### config.mk
export PLATFORM = sky130hd
export DESIGN_NAME = sar_seq
export DESIGN_NICKNAME = d
export VERILOG_FILES = /design/src/rtl/sar_seq.sv
export SDC_FILE = /design/constraint.sdc
export NUM_CORES = 1
export LEC_CHECK = 0
export CORE_ASPECT_RATIO = 1.2
export CORE_MARGIN = 2
export CORE_UTILIZATION = 50
export DETAILED_ROUTE_END_ITERATION = 7
export PLACE_DENSITY_LB_ADDON = 0.05
export SYNTH_ARGS = -nofsm -noshare
export SYNTH_HDL_FRONTEND = slang
export SYNTH_SLANG_ARGS = --single-unit
### constraint.sdc
create_clock -name clk -period 5 [get_ports clk]
set_input_delay 1 -clock clk [delete_from_list [all_inputs] [get_ports clk]]
set_output_delay 1 -clock clk [all_outputs]
set_load 0.03 [all_outputs]
### src/rtl/sar_seq.sv
module sar_seq #(
  parameter int NBITS       = 12,
  parameter int SHORT_BITS  = 8,
  parameter int STEP_CYCLES = 200
) (
  input  logic             clk,
  input  logic             rst,
  input  logic             start,
  input  logic             short_sel,
  input  logic             cmp_in,
  output logic [NBITS-1:0] dac_code,
  output logic             busy,
  output logic [NBITS-1:0] result,
  output logic             eoc_short,
  output logic             eoc_full
);
  localparam int IW = $clog2(NBITS);
  localparam int CW = (STEP_CYCLES > 1) ? $clog2(STEP_CYCLES) : 1;
  localparam logic [IW-1:0] TOP_IDX   = IW'(NBITS - 1);
  localparam logic [IW-1:0] SHORT_IDX = IW'(NBITS - SHORT_BITS);
  localparam logic [CW-1:0] CNT_LAST  = CW'(STEP_CYCLES - 1);

  logic             busy_q, len_q, eoc8_q, eoc12_q;
  logic [IW-1:0]    idx_q;
  logic [CW-1:0]    cnt_q;
  logic [NBITS-1:0] trial_q, result_q, trial_nxt;
  logic             decide, last;

  assign decide    = busy_q && (cnt_q == CNT_LAST);
  assign last      = idx_q == (len_q ? SHORT_IDX : '0);
  assign dac_code  = trial_q;
  assign busy      = busy_q;
  assign result    = result_q;
  assign eoc_short = eoc8_q;
  assign eoc_full  = eoc12_q;

  always_comb begin
    trial_nxt = trial_q;
    if (!cmp_in) trial_nxt[idx_q] = 1'b0;
    if (idx_q != '0) trial_nxt[idx_q - 1'b1] = 1'b1;
  end

  always_ff @(posedge clk) begin
    if (rst) begin
      busy_q   <= 1'b0;
      len_q    <= 1'b0;
      idx_q    <= '0;
      cnt_q    <= '0;
      trial_q  <= '0;
      result_q <= '0;
      eoc8_q   <= 1'b0;
      eoc12_q  <= 1'b0;
    end else begin
      eoc8_q  <= 1'b0;
      eoc12_q <= 1'b0;
      if (!busy_q) begin
        if (start) begin
          busy_q  <= 1'b1;
          len_q   <= short_sel;
          idx_q   <= TOP_IDX;
          cnt_q   <= '0;
          trial_q <= {1'b1, {(NBITS-1){1'b0}}};
        end
      end else if (decide) begin
        trial_q <= trial_nxt;
        cnt_q   <= '0;
        eoc8_q  <= (idx_q == SHORT_IDX);
        eoc12_q <= (idx_q == '0);
        if (last) begin
          busy_q   <= 1'b0;
          result_q <= trial_nxt;
        end else begin
          idx_q <= idx_q - 1'b1;
        end
      end else begin
        cnt_q <= cnt_q + 1'b1;
      end
    end
  end

  // first trial after start has only the MSB set
  a_r3_msb_first: assert property (@(posedge clk) disable iff (rst)
    $rose(busy) |-> dac_code == {1'b1, {(NBITS-1){1'b0}}});

  // a start during a non-final cycle keeps the run going with the same length
  a_r6_no_restart: assert property (@(posedge clk) disable iff (rst)
    (busy && start && !(decide && last)) |=> (busy && $stable(len_q)));

  // busy falls together with the end pulse of the selected length
  a_r7_end_pulse: assert property (@(posedge clk) disable iff (rst)
    $fell(busy) |-> (len_q ? (eoc_short && !eoc_full) : eoc_full));

  // pulses last one cycle
  a_r7_one_cycle: assert property (@(posedge clk) disable iff (rst)
    (eoc_short || eoc_full) |=> !(eoc_short || eoc_full));

  // result frozen while a conversion is running
  a_r8_result_hold: assert property (@(posedge clk) disable iff (rst)
    (busy && $past(busy)) |-> $stable(result));

  // residue pattern after a short run
  a_r4_residue: assert property (@(posedge clk) disable iff (rst)
    ($fell(busy) && len_q) |-> result[NBITS-SHORT_BITS-1:0] == {1'b1, {(NBITS-SHORT_BITS-1){1'b0}}});
endmodule

* Yosys cells after proc, flatten, opt, wreduce, memory -nomap -nowiden
Index checks and enable logic that the tools add are counted.
** Cells by class
- Magnitude comparators :: 4
- Equal/unequal tests :: 5
- Reductions and logical operators :: 11
- Muxes and demuxes :: 21
- Bitwise operators :: 5
- Add/sub/neg operators :: 2
** Operators by type and width (count)
- 12-bit 2-to-1 mux :: 5
- 8-bit 2-to-1 mux :: 3
- 4-bit 2-to-1 mux :: 4
- 12-bit AND :: 1
- 12-bit NOT :: 1
- 12-bit OR :: 1
- 4-bit by 5-bit less-than comparator with 1-bit output (second input constant) :: 2
- 8-bit by 1-bit adder with 8-bit output (second input constant) :: 1
- 1-bit demux with 4-bit select :: 2
- 8-bit == test (second input constant) :: 1
- 4-bit by 1-bit >= comparator with 1-bit output (second input constant) :: 2
- 1-bit 2-to-1 mux :: 6
- 3-bit AND reduction :: 2
- 4-bit by 3-bit == test with 1-bit output :: 1
- 4-bit by 3-bit == test with 1-bit output (second input constant) :: 1
- 4-bit logical NOT :: 1
- 2-bit AND reduction :: 2
- 4-bit nonzero test :: 1
- 4-bit by 1-bit subtractor with 4-bit output (second input constant) :: 1
- 1-bit logical AND :: 3
- 3-bit 2-to-1 mux :: 1
- 3-bit OR reduction :: 1
- 2-bit by 1-bit != test with 1-bit output (second input constant) :: 1
- 2-bit != test (second input constant) :: 1
- 2 further kinds :: 3
** Word-level totals
- Output and inout bits :: 27
- Logic and storage cells :: 56
- Register bits after elaboration :: 40
- Input port bits :: 5

* Depth between registers and ports, before layout
- Depth after elaboration :: 11
- Depth in mapped cells :: 7
- Gate-level depth less buffers :: 6

* Least setup slack after synthesis
No wires, ideal clock.
- Path kind :: input -> register
- From :: input port start
- To :: register trial_q[10] (netlist: dac_code[10])
- Slack :: 2.862 ns
- Cell stages on the path :: 4
- Buffers on the path :: 1
- Data arrival time :: 2.076 ns
- Cells stage by stage :: nor2b_1 > clkbuf_1 > nor3_1 > a22o_1
** On the way
- Cells in the longest elaborated chain, start to end :: 2
** RTL lines
- from (decl) :: line 8 : input logic start,
- 2-bit nonzero test (no source line)
- 2-bit AND reduction (no source line)
- to (signal assigned) :: line 62 : trial_q <= {1'b1, {(NBITS-1){1'b0}}};
- to (signal assigned) :: line 65 : trial_q <= trial_nxt;
- to (decl) :: line 26 : logic [NBITS-1:0] trial_q, result_q, trial_nxt;
Every way passes these cells.
A chain may end at the register's enable or synchronous reset.

==> flow_summary.toml <==
[power]
p_int_mw = 0.456
p_seq_share_pct = 54.0
irDropWorstVdd_uv = 226
p_sw_mw = 0.159
p_per_area_mw_per_mm2 = 259
netSwitchingFraction_pct = 25.9
p_leak_nw = 0.784
pwr-share-clk_pct = 35.7
pwr-share-comb_pct = 10.2
power.total_mw = 0.615

[layout]
fillCellCount = 331
finalNonFillerCells = 296
drive_gt1_share_pct = 7.79
fin_area_mm2 = 0.00237
final_nets = 253
postLayoutCoreUtil_pct = 64.3
diodes = 0
area_delta_synth_final_pct = 22.0

[clock_network]
cts_tree = "done"
clockBufferDepth = 2
numCtsBuffers = 5
htree_levels = 2
cts-root-buf = "clkbuf_8"
postCtsHoldBufs = 0
clkLatencyLatePin_ns = 0.29
cts_sinks = 40
post-cts-setup-buffer-count = 0
cts_resized = 0
clk_pin_slew_ns = 0.07

[route]
num_vias = 1751
wl_per_cell_um = 15.5
drc = 0
wirelength_um = 4590
drt_iter0_markers = 64
first_pass_iters = 4
ant_nets = 0
vias_per_cell = 5.92

[synthesis]
postSynthAreaPerCell_um2 = 9.05
yosysWarningCount = 0
ys_seq_area_share_pct = 41.2
synth_edf_count = 0
synth_ff_type = "dfxtp_1"
synth_area_leader_cell = "dfxtp_1"
synthCells = 215
async_flop_share_pct = 0
synth_top_area_share_pct = 41.2
netlist_top_cells_area = "dfxtp_1, a22o_1, o2bb2ai_1"
syn_nets = 225
synth_seq_cells = 40
synth_cell_types = 51
synth_area_mm2 = 0.00195

[die]
die_w_um = 60.9
die_y_um = 72.3
core-area_mm2 = 0.00369
num_rows = 24
io_pins = 32
die_area_mm2 = 0.00441
start_util_pct = 52.7

[global_route]
grt_pass1_vias = 1617
grt_max_degree = 24
antenna_found_initial = 0
grt_pass1_wl_um = 7420
grt.total_usage_pct = 22.1
grt_overflow = 0

[worst_setup_path]
r2r_start = "cnt_q[0]"
reg2reg_slack_ns = 2.67
cp_max_fo = 23
arrival_ns = 3.19
start_kind = "input pin"
endpoint_kind = "register"
cp-startpoint = "rst"
endpoint = "dac_code[9]"
worstReg2RegEnd = "dac_code[9]"
worstPathRequired_ns = 5.23
rr_worst_depth = 5
crit_type = "in2reg"

[sta]
max_freq_ghz = 0.337
rsz0062_at_grt = "false"
relSlewSlack_pct = 20.6
slew_violations = 0
post-route-min-period_ns = 2.96
hold_slack_ns = 0.463
hold_viol = 0
setup_slack_ns = 2.04
finalSetupViolCount = 0
tightest_slew_ns = 1.18
timing.final.crit_share_pct = 59.3
fin_skew_ns = 0.00876
fin_setup_tns_ns = 0

[place]
placed_area_mm2 = 0.00228
hpwlAfterDp_um = 3340
place.gp.congestion = 0.802
dp_cells = 288
dpl_worst_slack_ns = 1.77
port_buffers = 31

[outcome]
status = "complete, no violations"

[run]
max_cap_viol_count = 0

[hold_path]
hp-class = "reg2reg"
routing by layer:
layer / share of wire (%) / vias up / GRT usage (%)
met5: 0 / - / 0
met1: 44 / 828 / 27.1
met3: 4.0 / 6 / 4.99
met4: 1.5 / 0 / 7.73
met2: 51 / 48 / 37.3
li1: - / 869 / -
cells in the mapped netlist, types with 2 or more instances:
| cell | n |
|---|---|
| a211oi_1 | 5 |
| a21boi_0 | 3 |
| a21o_1 | 2 |
| a21oi_1 | 9 |
| a22o_1 | 10 |
| a22oi_1 | 3 |
| a31oi_1 | 5 |
| buf_2 | 2 |
| clkbuf_1 | 7 |
| dfxtp_1 | 40 |
| ha_1 | 5 |
| inv_1 | 5 |
| mux2i_1 | 2 |
| nand2_1 | 17 |
| nand2b_1 | 5 |
| nand3_1 | 8 |
| nand3b_1 | 3 |
| nand4_1 | 3 |
| nor2_1 | 13 |
| nor2b_1 | 5 |
| nor3_1 | 10 |
| nor3b_1 | 2 |
| o21ai_0 | 8 |
| o221ai_1 | 2 |
| o22ai_1 | 2 |
| o2bb2ai_1 | 10 |
| or3_1 | 3 |
| or3b_2 | 3 |
power groups by stage:
stage	clock network, mW	logic [mW]	registers (mW)
after global routing	0.240	0.0685	0.333
after CTS	0.226	0.0625	0.332
after global placement	0	0.0603	0.339
final	0.220	0.0630	0.332
after floorplan	0	0.0447	0.338
after detailed placement	0	0.0621	0.340
worst max-delay path, cell delays in order:
cell	delay, ns
clkdlybuf4s50_1	0.82
nor3_1	1.11
a22o_1	0.25
cell families after synthesis:
family                   count (synthesis)  synth area share (%)
flip-flops                              40                  41.2
AND/OR/NAND/NOR                         82                  24.1
multiplexers                             2                  1.03
buffers and inverters                   15                  3.02
AO/OA/AOI/OAI                           70                  27.1
XOR/XNOR                                 1                 0.450
adder cells (fa/ha/maj)                  5                  3.22
cells in the final DEF (no fill, tap or decap), types with 6 or more instances in the layout:
cell / synthesis / layout
dfxtp_1: 40 / 40
nor3_1: 10 / 10
nand3_1: 8 / 8
o2bb2ai_1: 10 / 10
a22o_1: 10 / 10
clkbuf_8: 0 / 6
nand2_1: 17 / 17
o21ai_0: 8 / 8
clkdlybuf4s50_1: 0 / 31
nor2_1: 13 / 13
a21oi_1: 9 / 9
how the worst min path moves through the flow:
stage / from / endpoint / slack, ns / cells after the start
global route: result[1] / result[1] / 0.49 / 1
floorplan: cnt_q[6] / cnt_q[6] / 0.49 / 2
CTS: result[2] / result[2] / 0.47 / 1
global placement: result[2] / result[2] / 0.45 / 1
finish: result[5] / result[5] / 0.46 / 1
detailed placement: result[2] / result[2] / 0.45 / 1
flip-flops by register name (all words and copies together) (netlist names):
name,cells
dac_code,12
result,12
cnt_q,8
idx_q,4
busy,1
eoc_full,1
eoc_short,1
len_q,1
layout make-up:
cell class | count | area (µm²) | area share (%)
Inverter | 5 | 18.8 | 0.791
Timing Repair Buffer | 31 | 310 | 13.1
Clock buffer | 6 | 82.6 | 3.48
Clock inverter | 2 | 10.0 | 0.422
Multi-Input combinational cell | 160 | 1090 | 45.8
Tap cell | 52 | 65.1 | 2.74
Sequential cell | 40 | 801 | 33.7
(Power assumes the default switching activity.)
